File: config.mk
export PLATFORM = sky130hd
export DESIGN_NAME = seg_xlate
export DESIGN_NICKNAME = d
export VERILOG_FILES = /design/src/rtl/seg_xlate_pkg.sv /design/src/rtl/seg_sel_split.sv /design/src/rtl/seg_desc_unpack.sv /design/src/rtl/seg_limit_chk.sv /design/src/rtl/seg_xlate.sv
export SDC_FILE = /design/constraint.sdc
export NUM_CORES = 1
export LEC_CHECK = 0
export BUFFER_PORTS_ARGS = -buffer_cell sky130_fd_sc_hd__buf_4
export CAP_MARGIN = 20
export CORE_MARGIN = 1
export CORE_UTILIZATION = 30
export CTS_BUF_LIST = sky130_fd_sc_hd__clkbuf_4
export CTS_CLUSTER_DIAMETER = 150
export CTS_CLUSTER_SIZE = 20
export DETAILED_ROUTE_END_ITERATION = 8
export PLACE_DENSITY_LB_ADDON = 0.15
export SLEW_MARGIN = 20
export SYNTH_ARGS = -nofsm -noshare
export SYNTH_HDL_FRONTEND = slang
export SYNTH_SLANG_ARGS = --single-unit
export TNS_END_PERCENT = 5
File: constraint.sdc
create_clock -name clk -period 2.4 [get_ports clk]
set_clock_uncertainty 0.1 [all_clocks]
set_input_delay 0.12 -clock clk [delete_from_list [all_inputs] [get_ports clk]]
set_output_delay 0.12 -clock clk [all_outputs]
set_load 0.01 [all_outputs]
File: src/rtl/seg_xlate_pkg.sv
package seg_xlate_pkg;

   localparam int DESC_WORD_W  = 32;
   localparam int DESC_LIM_W   = 20;
   localparam int CLASS_BIT    = 12;

   typedef enum logic [1:0] {
      ST_IDLE    = 2'd0,
      ST_RD_LO   = 2'd1,
      ST_RD_HI   = 2'd2,
      ST_COMPUTE = 2'd3
   } xl_state_e;

   typedef struct packed {
      logic [DESC_WORD_W-1:0] base;
      logic [DESC_LIM_W-1:0]  limit;
      logic                   code_data;
   } seg_desc_t;

endpackage

File: src/rtl/seg_sel_split.sv
module seg_sel_split #(
   parameter int SEL_W       = 16,
   parameter int ADDR_W      = 32,
   parameter int ENTRY_BYTES = 8
) (
   input  logic [SEL_W-1:0]  sel,
   input  logic [ADDR_W-1:0] glob_base,
   input  logic [ADDR_W-1:0] loc_base,
   output logic [ADDR_W-1:0] entry_addr,
   output logic [1:0]        rpl
);
   localparam int IDX_LSB = 3;
   localparam int IDX_W   = SEL_W - IDX_LSB;
   localparam int SHIFT   = $clog2(ENTRY_BYTES);
   localparam int OFFS_W  = IDX_W + SHIFT;

   logic [IDX_W-1:0]  idx;
   logic              tbl_local;
   logic [ADDR_W-1:0] tbl_base;
   logic [OFFS_W-1:0] entry_offs;

   assign idx       = sel[SEL_W-1:IDX_LSB];
   assign tbl_local = sel[2];
   assign rpl       = sel[1:0];
   assign tbl_base  = tbl_local ? loc_base : glob_base;
   assign entry_offs = {idx, {SHIFT{1'b0}}};

   generate
      if (OFFS_W < ADDR_W) begin : g_ext
         assign entry_addr = tbl_base + {{(ADDR_W-OFFS_W){1'b0}}, entry_offs};
      end else begin : g_cut
         assign entry_addr = tbl_base + entry_offs[ADDR_W-1:0];
      end
   endgenerate

endmodule

File: src/rtl/seg_desc_unpack.sv
module seg_desc_unpack
   import seg_xlate_pkg::*;
(
   input  logic [DESC_WORD_W-1:0] w_lo,
   input  logic [DESC_WORD_W-1:0] w_hi,
   output seg_desc_t              desc
);
   logic unused_flag_bits;

   assign desc.base      = {w_hi[31:24], w_hi[7:0], w_lo[31:16]};
   assign desc.limit     = {w_hi[19:16], w_lo[15:0]};
   assign desc.code_data = w_hi[CLASS_BIT];

   assign unused_flag_bits = ^{w_hi[23:20], w_hi[15:13], w_hi[11:8]};

endmodule

File: src/rtl/seg_limit_chk.sv
module seg_limit_chk #(
   parameter int OFF_W   = 32,
   parameter int LIMIT_W = 20
) (
   input  logic [OFF_W-1:0]   off,
   input  logic [LIMIT_W-1:0] limit,
   output logic               over
);
   generate
      if (OFF_W > LIMIT_W) begin : g_wide_off
         assign over = off > {{(OFF_W-LIMIT_W){1'b0}}, limit};
      end else if (OFF_W == LIMIT_W) begin : g_same
         assign over = off > limit;
      end else begin : g_wide_lim
         assign over = {{(LIMIT_W-OFF_W){1'b0}}, off} > limit;
      end
   endgenerate

endmodule

File: src/rtl/seg_xlate.sv
module seg_xlate
   import seg_xlate_pkg::*;
#(
   parameter int SEL_W       = 16,
   parameter int OFF_W       = 32,
   parameter int ADDR_W      = 32,
   parameter int LIMIT_W     = 20,
   parameter int ENTRY_BYTES = 8,
   parameter int WORD_BYTES  = 4
) (
   input  logic              clk,
   input  logic              rst_n,
   input  logic              req_valid,
   output logic              req_ready,
   input  logic [15:0]       req_sel,
   input  logic [31:0]       req_off,
   input  logic [31:0]       gdt_base,
   input  logic [31:0]       ldt_base,
   output logic              mem_rd_en,
   output logic [31:0]       mem_rd_addr,
   input  logic [31:0]       mem_rd_data,
   output logic              res_valid,
   output logic [31:0]       res_lin,
   output logic              res_sys,
   output logic [1:0]        res_rpl,
   output logic              fault_pulse
);
   localparam logic [ADDR_W-1:0] HI_STEP = ADDR_W'(WORD_BYTES);

   generate
      if (ADDR_W != DESC_WORD_W) begin : g_bad_addr
         $error("seg_xlate: ADDR_W must equal descriptor word width");
      end
      if (OFF_W != 32 || SEL_W != 16) begin : g_bad_port
         $error("seg_xlate: port widths are fixed at 16/32");
      end
      if (LIMIT_W != DESC_LIM_W) begin : g_bad_lim
         $error("seg_xlate: LIMIT_W must match descriptor limit width");
      end
      if (ENTRY_BYTES != 2 * WORD_BYTES) begin : g_bad_entry
         $error("seg_xlate: an entry must be two words");
      end
   endgenerate

   xl_state_e         state_q;
   logic [ADDR_W-1:0] entry_q;
   logic [OFF_W-1:0]  off_q;
   logic [1:0]        rpl_q;
   logic [31:0]       wlo_q;
   logic [ADDR_W-1:0] entry_addr;
   logic [1:0]        sel_rpl;
   seg_desc_t         desc;
   logic              over;

   seg_sel_split #(
      .SEL_W       (SEL_W),
      .ADDR_W      (ADDR_W),
      .ENTRY_BYTES (ENTRY_BYTES)
   ) u_split (
      .sel        (req_sel),
      .glob_base  (gdt_base),
      .loc_base   (ldt_base),
      .entry_addr (entry_addr),
      .rpl        (sel_rpl)
   );

   seg_desc_unpack u_unpack (
      .w_lo (wlo_q),
      .w_hi (mem_rd_data),
      .desc (desc)
   );

   seg_limit_chk #(
      .OFF_W   (OFF_W),
      .LIMIT_W (LIMIT_W)
   ) u_lim (
      .off   (off_q),
      .limit (desc.limit),
      .over  (over)
   );

   assign req_ready   = (state_q == ST_IDLE);
   assign mem_rd_en   = (state_q == ST_RD_LO) || (state_q == ST_RD_HI);
   assign mem_rd_addr = (state_q == ST_RD_HI) ? (entry_q + HI_STEP) : entry_q;

   always_ff @(posedge clk or negedge rst_n) begin
      if (!rst_n) begin
         state_q     <= ST_IDLE;
         entry_q     <= '0;
         off_q       <= '0;
         rpl_q       <= '0;
         wlo_q       <= '0;
         res_valid   <= 1'b0;
         fault_pulse <= 1'b0;
         res_lin     <= '0;
         res_sys     <= 1'b0;
         res_rpl     <= '0;
      end else begin
         res_valid   <= 1'b0;
         fault_pulse <= 1'b0;
         unique case (state_q)
            ST_IDLE: begin
               if (req_valid) begin
                  entry_q <= entry_addr;
                  off_q   <= req_off;
                  rpl_q   <= sel_rpl;
                  state_q <= ST_RD_LO;
               end
            end
            ST_RD_LO: begin
               state_q <= ST_RD_HI;
            end
            ST_RD_HI: begin
               wlo_q   <= mem_rd_data;
               state_q <= ST_COMPUTE;
            end
            ST_COMPUTE: begin
               res_rpl <= rpl_q;
               if (!desc.code_data) begin
                  res_valid <= 1'b1;
                  res_sys   <= 1'b1;
                  res_lin   <= '0;
               end else if (over) begin
                  fault_pulse <= 1'b1;
                  res_sys     <= 1'b0;
                  res_lin     <= '0;
               end else begin
                  res_valid <= 1'b1;
                  res_sys   <= 1'b0;
                  res_lin   <= desc.base + off_q;
               end
               state_q <= ST_IDLE;
            end
            default: state_q <= ST_IDLE;
         endcase
      end
   end

endmodule

==> results.json, run 1 <==
{
  "outcome": "finished with violations",
  "violations": "setup timing",
  "synthDistinctLibCells": 65,
  "overflow": 0,
  "cp-start-kind": "flop",
  "crit_path_max_incr_delay_ns": 0.41,
  "syn_inst": 963,
  "synth_top_area_share_pct": 37.91,
  "firstDrtPassIters": 4,
  "p_switching_w": 0.006284,
  "grt_max_degree": 54,
  "hold_viol": 0,
  "min_period_over_period_pct": 110.6,
  "gp_congestion": 0.8960,
  "min-delay-path-class": "input pin to flop",
  "die_area_um2": 30840,
  "cts_root_buffer": "clkbuf_4",
  "crit_type": "flop to output pin",
  "ys_warn_count": 0,
  "rsz0062_at_grt": "true",
  "fin_crit_ns": 2.655,
  "ys_ff_latch": 137,
  "grt_antenna_before_repair": 6,
  "path_cells": "inv_2 -> ha_4 -> nand3_4 -> nor2_4 -> and3_4 -> nor2b_4 -> and3_4 -> nand3_2 -> xnor2_2 -> buf_4",
  "cts_buffers": 17,
  "wl_um": 28090,
  "io_buffers": 217,
  "place.detailed.hpwl_um": 21940,
  "cts_tree": "built",
  "synth_edf_count": 0,
  "layoutNonFillerInstCount": 1834,
  "seqCellArea_um2": 3428,
  "die_x_um": 175.6,
  "critical_path.slowest_cell": "dfrtp_1",
  "critPathRequiredTime_ns": 2.18,
  "clk_pin_slew_worst_paths_ns": 0.14,
  "h-tree-depth": 4,
  "postRouteAntennaNets": 0,
  "drc": 0,
  "ys.flop_type": "dfrtp_1",
  "cp-end-kind": "output pin",
  "arrival_ns": 2.43,
  "powerDensity_nw_per_um2": 1066,
  "ir_drop_mv": 0.4053,
  "synth_seq_area_share_pct": 37.91,
  "yosysMostFrequentCell": "dfrtp_1",
  "grt_pass1_vias": 8839,
  "place_inst": 1685,
  "pwr-share-comb_pct": 62.9,
  "maxCapViolCount": 0,
  "netlist_area_um2": 9044,
  "drtIter0Drc": 234,
  "slew_viol_final": 0,
  "cts_sinks": 137,
  "seqPwrFrac_pct": 25.9,
  "via_per_inst": 4.666,
  "netSwitchingFraction_pct": 41.65,
  "cp_top_family": "simple AND/OR/NAND/NOR gates",
  "routedWlPerCell_um": 15.31,
  "async_flop_share_pct": 100.0,
  "path_max_fanout": 5,
  "num_rows": 63,
  "worst-path-buf-inv": 2,
  "cellLeakagePower_nw": 6.632,
  "path_common_cell": "and3_4",
  "grt_pass1_wl_um": 45410,
  "syn_area_per_cell_um2": 9.391,
  "synthToLayoutAreaGrowth_pct": 56.53,
  "multi_input_area_um2": 5625,
  "insertion_delay_ns": 0.54,
  "ios": 218,
  "fill_cells": 2912,
  "yosysTopAreaCell": "dfrtp_1",
  "vias": 8558,
  "grt_util_all_layers_pct": 18.79,
  "setup_ws_ns": -0.2546,
  "fmax_mhz": 376.7,
  "worst_pin_slew_ns": 0.6211,
  "synthesis.nets": 1180,
  "layout-drive-gt1-share_pct": 37.64,
  "clk_path_buf_depth": 2,
  "p_clk_share_pct": 11.2,
  "start_util_pct": 30.51,
  "synthTopCellsByArea": "dfrtp_1 38%, ha_1 9.4%, mux2_2 9.2%, xnor2_1 4.1%, nand2_1 4.0%",
  "nets": 1644,
  "setup_viol": 52,
  "intPower_w": 0.008803,
  "total_power_w": 0.01509,
  "core_area_um2": 29640,
  "max_slew_margin_pct": 58.59,
  "die_h_um": 175.6,
  "synthTopCellsByCount": "137 x dfrtp_1, 97 x nand2_1, 74 x mux2_2"
}
-- layout make-up --
type	instances	share of cell area, %
multi-input combinational	719	39.74
timing repair buffer	484	28.56
sequential	137	24.22
tap	390	3.447
inverter	68	1.803
clock inverter	14	1.211
clock buffer	18	0.9546
antenna	4	0.07071
-- power by group through the flow --
stage / registers (W) / logic, W / clock network (W)
after floorplan: 0.00373 / 0.00539 / 0
after global placement: 0.00390 / 0.00899 / 0
after detailed placement: 0.00392 / 0.00903 / 0
after CTS: 0.00389 / 0.00943 / 0.00177
after global routing: 0.00404 / 0.0106 / 0.00185
final: 0.00391 / 0.00949 / 0.00169
-- kinds of logic (layout without fill, tap and decap cells) --
family                   Yosys count  count (layout)  share of synthesized area, %
AND/OR/NAND/NOR                  242             242                         12.55
AO/OA/AOI/OAI                    238             238                         16.49
flip-flops                       137             137                         37.91
buffers and inverters            107             584                         4.593
multiplexers                      88              88                         10.76
XOR/XNOR                          81              81                         7.844
adder cells (fa/ha/maj)           70              70                         9.851
other                              0               4                             0
-- layer usage --
metal	vias up	GRT usage [%]	wire length (µm)
met5	-	0	27
met4	4	4.638	391
met3	27	4.719	1601
met2	208	31.92	13440
met1	3961	23.69	12620
li1	4358	-	-
-- final timing paths --
path | endpoint | slack, ns | depth (start not counted) | startpoint
max in group asynchronous | off_q[30] | 1.32 | 4 | rst_n
setup reg to reg | res_lin[10] | -0.22 | 11 | off_q[15]
hold reg to reg | rpl_q[0] | 0.42 | 1 | rpl_q[0]
min in group asynchronous | wlo_q[16] | 0.57 | 4 | rst_n
setup / recovery | mem_rd_addr[31] | -0.25 | 10 | state_q[0]
hold / removal | entry_q[20] | 0.06 | 5 | gdt_base[20]
-- worst min-delay path: stages --
cell and delay, ns:
buf_4 0.08, mux2i_1 0.09, buf_4 0.18, xor2_1 0.12, o21ai_0 0.08
-- registers in the layout, summed over array words and instances, names as in the netlist --
| register | flops |
|---|---|
| entry_q | 32 |
| fault_pulse | 1 |
| off_q | 32 |
| res_lin | 32 |
| res_rpl | 2 |
| res_sys | 1 |
| res_valid | 1 |
| rpl_q | 2 |
| state_q | 2 |
| wlo_q | 32 |
-- metrics by stage --
stage | worst slack (ns) | setup TNS (ns) | utilization, % | instance area, µm² | hold slack [ns]
after global placement | -0.5028 | -18.98 | 41.77 | 12380 | -0.0002207
after floorplan | -0.6610 | -11.29 | - | 9223 | -0.2756
after global routing | -0.4459 | -18.71 | 47.75 | 14150 | 0.02584
after detailed placement | -0.5289 | -19.66 | 41.77 | 12380 | -0.008303
final | -0.2546 | -9.307 | 47.76 | 14160 | 0.05888
after CTS | -0.3997 | -13.35 | 47.20 | 13990 | 0.0009698
-- timing repair --
| action | in CTS | in global routing |
|---|---|---|
| resized for setup | 32 | 33 |
| setup endpoints to repair | 60 | 66 |
| setup buffers | 0 | 0 |
| hold endpoints to repair | 236 | 0 |
| pin swaps | 10 | 15 |
| hold buffers | 114 | 0 |
-- cells in the final DEF, fill, tap and decap left out, types with 16 or more instances in the layout --
cell,netlist,final
ha_1,68,62
dlygate4sd3_1,0,113
nand2_1,97,96
o21ai_0,57,53
a21o_1,16,16
buf_4,3,358
o22ai_1,28,28
clkbuf_4,0,18
xnor2_1,42,35
nor2_1,49,46
xor2_1,39,37
nand3_1,24,18
inv_1,68,66
mux2_2,74,72
a21oi_1,57,52
dfrtp_1,137,137
Note: power is estimated with default switching activity, not from simulation.
==> inputs of run 2 (changes only) <==
--- a/config.mk
+++ b/config.mk
@@ -8,12 +8,13 @@
 export BUFFER_PORTS_ARGS = -buffer_cell sky130_fd_sc_hd__buf_4
 export CAP_MARGIN = 20
 export CORE_MARGIN = 1
-export CORE_UTILIZATION = 30
+export CORE_UTILIZATION = 51
 export CTS_BUF_LIST = sky130_fd_sc_hd__clkbuf_4
 export CTS_CLUSTER_DIAMETER = 150
 export CTS_CLUSTER_SIZE = 20
 export DETAILED_ROUTE_END_ITERATION = 8
 export PLACE_DENSITY_LB_ADDON = 0.15
+export REMOVE_ABC_BUFFERS = 1
 export SLEW_MARGIN = 20
 export SYNTH_ARGS = -nofsm -noshare
 export SYNTH_HDL_FRONTEND = slang
==> run 2 against run 1 <==
  * The flow still finishes with violations (setup timing)
  * Utilization increased by 33 points
  * Largest power group unchanged
  * Clock power decreased by 12%
  * Worst hold slack got worse by 0.013 ns
  * Sequential share of layout area increased by 0.44 points
  * Total power increased by 1.4%
  * Highest routed layer is now met4
  * Cell area decreased by 1.6%
==> results.json, run 2 (synthesis gave the netlist of run 1 again) <==
{
  "vias": 9071,
  "cp-end-kind": "flop",
  "core_area_um2": 17300,
  "final_util_pct": 80.50,
  "min-delay-path-class": "input pin to flop",
  "layout-drive-gt1-share_pct": 38.03,
  "routedWlPerCell_um": 16.91,
  "cellLeakagePower_nw": 6.650,
  "arrival_ns": 3.06,
  "setup_ws_ns": -0.3332,
  "gp_congestion": 0.9010,
  "setup_viol": 50,
  "h-tree-depth": 4,
  "fill_cells": 1107,
  "place.detailed.hpwl_um": 19210,
  "via_per_inst": 5.412,
  "final_common_cell": "buf_4",
  "cts_buffers": 17,
  "whs_ns": 0.04609,
  "ios": 218,
  "rsz0062_at_grt": "true",
  "outcome": "finished with violations",
  "drtIter0Drc": 336,
  "critPathRequiredTime_ns": 2.73,
  "grt_pass1_vias": 9248,
  "insertion_delay_ns": 0.56,
  "drc": 0,
  "postRouteAntennaNets": 0,
  "path_max_fanout": 3,
  "io_buffers": 217,
  "max_slew_margin_pct": 69.20,
  "cts_root_buffer": "clkbuf_4",
  "nets": 1655,
  "cts_sinks": 137,
  "clk_path_buf_depth": 2,
  "crit_type": "flop to flop",
  "powerDensity_nw_per_um2": 1098,
  "fin_crit_ns": 2.733,
  "die_h_um": 135.2,
  "die_area_um2": 18270,
  "clk_pin_slew_worst_paths_ns": 0.12,
  "slew_viol_final": 0,
  "overflow": 0,
  "grt_max_degree": 64,
  "ir_drop_mv": 0.5933,
  "synthToLayoutAreaGrowth_pct": 53.96,
  "hold_viol": 0,
  "violations": "setup timing",
  "worst_pin_slew_ns": 0.4571,
  "num_rows": 48,
  "grt_pass1_wl_um": 43880,
  "grt_util_all_layers_pct": 30.76,
  "die_x_um": 135.2,
  "cts_tree": "built",
  "maxCapViolCount": 0,
  "grt_antenna_before_repair": 2,
  "firstDrtPassIters": 5,
  "wl_um": 28340,
  "fmax_mhz": 365.9,
  "final_cell_mix": "369 x buf_4, 133 x dfrtp_1, 112 x dlygate4sd3_1",
  "min_period_over_period_pct": 113.9,
  "cp-start-kind": "flop",
  "start_util_pct": 52.29
}
==> run 2: cell count changes in the layout (fill, tap and decap cells not counted), sizes merged <==
cell / delta
buf: +12
clkbuf: +2
diode: -2
inv: -2
bufinv: -1
clkinvlp: -1
dlygate4sd3: -1
==> run 2: layer usage <==
metal / GRT usage [%] / vias to the layer above / wire length, µm
met4: 11.11 / 0 / 754
li1: - / 4383 / -
met5: 0 / - / 0
met2: 56.78 / 278 / 14930
met1: 34.49 / 4348 / 11190
met3: 6.734 / 62 / 1469
==> run 2: critical path, cell delays in order, from the launching register on <==
cell and delay, ns:
dfrtp_1 0.37, ha_2 0.19, inv_2 0.05, fa_2 0.39, nand2b_4 0.16, a21oi_2 0.14, o211ai_1 0.20, and3_1 0.21
o31ai_1 0.24, buf_4 0.17, a31oi_4 0.10, mux2i_1 0.17, o221ai_1 0.12
==> run 2: power by group <==
part	switching (W)	internal (W)
clock	0.000849	0.000630
combinational	0.00479	0.00503
sequential	0.000802	0.00319
total	0.00644	0.00886
==> run 2: path summary, 6_finish.rpt <==
check,startpoint,endpoint,slack [ns],cells past startpoint
worst max-delay path,wlo_q[16],res_lin[28],-0.33,12
worst min-delay path,ldt_base[27],entry_q[27],0.05,5
worst max register to register,wlo_q[16],res_lin[28],-0.33,12
worst min register to register,rpl_q[1],rpl_q[1],0.42,1
max in group asynchronous,rst_n,off_q[12],1.08,4
min in group asynchronous,rst_n,state_q[0],0.47,3
==> run 2: final cells by class <==
class / count / area [µm²] / area share, %
Antenna cell: 2 / 5.005 / 0.03595
Clock buffer: 20 / 150.1 / 1.078
Clock inverter: 10 / 105.1 / 0.7549
Inverter: 68 / 255.2 / 1.833
Multi-Input combinational cell: 719 / 5579 / 40.07
Sequential cell: 137 / 3433 / 24.66
Tap cell: 225 / 281.5 / 2.022
Timing Repair Buffer: 495 / 4114 / 29.55
==> run 2: metrics by stage <==
| step | cell area (µm²) | setup TNS (ns) | cells | setup WS [ns] | total power, W |
|---|---|---|---|---|---|
| after floorplan | 8884 | -57.08 | 924 | -0.7485 | 0.009036 |
| final | 13920 | -11.84 | 1676 | -0.3332 | 0.01529 |
| after detailed placement | 11970 | -24.82 | 1511 | -0.7404 | 0.01273 |
| after global routing | 13920 | -17.07 | 1676 | -0.4452 | 0.01641 |
| after CTS | 13640 | -10.75 | 1665 | -0.2912 | 0.01473 |
| after global placement | 11970 | -19.80 | 1511 | -0.6329 | 0.01250 |
==> run 2: repair_timing <==
item	in CTS	in global routing
pin swaps	13	18
hold buffers	113	0
gates resized for setup	40	41
endpoints found under the setup margin	60	67
endpoints found under the hold margin	241	0
setup buffers	11	9
==> inputs of run 3 (changes only) <==
--- a/config.mk
+++ b/config.mk
@@ -13,6 +13,7 @@
 export CTS_CLUSTER_DIAMETER = 150
 export CTS_CLUSTER_SIZE = 20
 export DETAILED_ROUTE_END_ITERATION = 8
+export MAX_ROUTING_LAYER = met4
 export PLACE_DENSITY_LB_ADDON = 0.15
 export REMOVE_ABC_BUFFERS = 1
 export SLEW_MARGIN = 20
==> run 3 against run 2 <==
  * The flow still finishes with violations (setup timing)
  * Clock-buffer cell count stayed put
  * Routed wire length is 4.5% higher
  * Sequential share of layout area is 0.24 points lower
  * Setup slack worse by 0.019 ns
  * Highest routed layer unchanged
==> results.json, run 3 (synthesis gave the netlist of run 1 again) <==
{
  "whs_ns": 0.05400,
  "nets": 1658,
  "hold_path_end": "entry_q[7]",
  "violations": "setup timing",
  "worstHoldPathCells": 5,
  "maxCapViolCount": 0,
  "place.detailed.hpwl_um": 19380,
  "cts_sinks": 137,
  "worst_pin_slew_ns": 0.5637,
  "grt_util_all_layers_pct": 33.60,
  "slew_viol_final": 0,
  "fmax_mhz": 363.4,
  "fin_crit_ns": 2.752,
  "max_slew_margin_pct": 62.42,
  "via_per_inst": 5.497,
  "clk_pin_slew_worst_paths_ns": 0.12,
  "hold_start": "req_sel[7]",
  "final_common_cell": "buf_4",
  "critPathRequiredTime_ns": 2.74,
  "setup_viol": 50,
  "final_cell_mix": "368 x buf_4, 135 x dfrtp_1, 118 x dlygate4sd3_1",
  "io_buffers": 217,
  "overflow": 0,
  "wl_um": 29610,
  "grt_antenna_before_repair": 2,
  "grt_pass1_wl_um": 46030,
  "crit_type": "flop to flop",
  "routedWlPerCell_um": 17.61,
  "fill_cells": 1046,
  "final_area_um2": 14050,
  "drc": 0,
  "insertion_delay_ns": 0.57,
  "powerDensity_nw_per_um2": 1131,
  "r2r_cells": 10,
  "ir_drop_mv": 0.6376,
  "path_max_fanout": 8,
  "setup_ws_ns": -0.3520,
  "start_util_pct": 52.29,
  "min_period_over_period_pct": 114.7,
  "grt_pass1_vias": 9373,
  "core_area_um2": 17300,
  "cp-end-kind": "flop",
  "place_ws_ns": -0.7038,
  "h-tree-depth": 4,
  "layout-drive-gt1-share_pct": 37.69,
  "ios": 218,
  "r2r_slack_ns": -0.35,
  "clk_path_buf_depth": 2,
  "firstDrtPassIters": 6,
  "die_x_um": 135.2,
  "total_power_w": 0.01589,
  "hold_viol": 0,
  "rsz0062_at_grt": "true",
  "gp_congestion": 0.8942,
  "place_area_um2": 11960,
  "synthToLayoutAreaGrowth_pct": 55.35,
  "die_h_um": 135.2,
  "postRouteAntennaNets": 0,
  "timing.rr.start": "off_q[10]",
  "multi_input_area_um2": 5572,
  "outcome": "finished with violations",
  "vias": 9241,
  "cellLeakagePower_nw": 6.699,
  "die_area_um2": 18270,
  "arrival_ns": 3.09,
  "min-delay-path-class": "input pin to flop",
  "cts_tree": "built",
  "rr_endpoint": "res_lin[28]",
  "grt_max_degree": 64,
  "num_rows": 48,
  "drtIter0Drc": 477,
  "cts_buffers": 17,
  "seqCellArea_um2": 3431,
  "cp-start-kind": "flop",
  "cts_root_buffer": "clkbuf_4"
}
-- run 3: changes by cell type in the layout (fill, tap and decap cells not counted), moves of 2 or more --
cell	before	now
dlygate4sd3_1	112	118
bufinv_16	2	6
clkinv_2	5	1
buf_6	6	4
dfrtp_1	133	135
dfrtp_2	4	2
xnor2_1	35	37
xnor2_2	7	5
-- run 3: critical path, cell delays in order, from the launching register on --
cell       delay [ns]
dfrtp_2          0.47
ha_4             0.28
nand4_1          0.15
nor4_2           0.36
a21boi_2         0.23
and4b_2          0.27
o2111ai_4        0.25
buf_12           0.17
nor3_4           0.04
mux2i_1          0.15
o221ai_1         0.14
-- run 3: what timing repair did --
| action | CTS | global route |
|---|---|---|
| buffers inserted | 10 | 9 |
| resized for setup | 36 | 46 |
| gates cloned | 0 | 0 |
| endpoints found under the hold margin | 248 | 0 |
| hold buffers | 119 | 0 |
| endpoints found under the setup margin | 54 | 67 |
| pin swaps | 13 | 17 |
-- run 3: routing by layer --
layer  routed length (µm)  GRT usage [%]  part of all wire, %
met1                11300          37.32                   38
met2                15550          59.03                   53
met3                 1750          6.510                  5.9
met4                 1001          13.48                  3.4
met5                    0              -                    0
-- run 3: worst max-delay path by stage --
stage	slack, ns	to	from
detailed placement	-0.70	entry_q[22]	req_sel[2]
finish	-0.35	res_lin[28]	off_q[10]
floorplan	-0.75	mem_rd_addr[25]	state_q[0]
CTS	-0.31	mem_rd_addr[31]	state_q[0]
global placement	-0.64	entry_q[22]	req_sel[2]
global route	-0.45	mem_rd_addr[31]	state_q[0]
-- run 3: metrics by stage --
stage	cells	setup TNS [ns]	util [%]
after global routing	1681	-16.63	81.23
after floorplan	924	-57.08	-
after global placement	1510	-18.58	69.17
after CTS	1671	-8.519	79.56
after detailed placement	1510	-20.21	69.17
final	1681	-10.32	81.23
-- run 3: power by group --
part / switching (W) / internal, W / total, W / leakage (nW)
clock network: 0.000897 / 0.00107 / 0.00197 / 0.191
registers: 0.000764 / 0.00319 / 0.00395 / 1.71
logic: 0.00492 / 0.00505 / 0.00998 / 4.79
total: 0.00659 / 0.00931 / 0.0159 / 6.70
-- run 3: cell type report --
type	instances	share of cell area, %
sequential	137	24.42
clock inverter	12	1.576
clock buffer	20	1.069
timing repair buffer	498	29.42
inverter	68	1.817
tap	225	2.004
antenna	2	0.03562
multi-input combinational	719	39.66
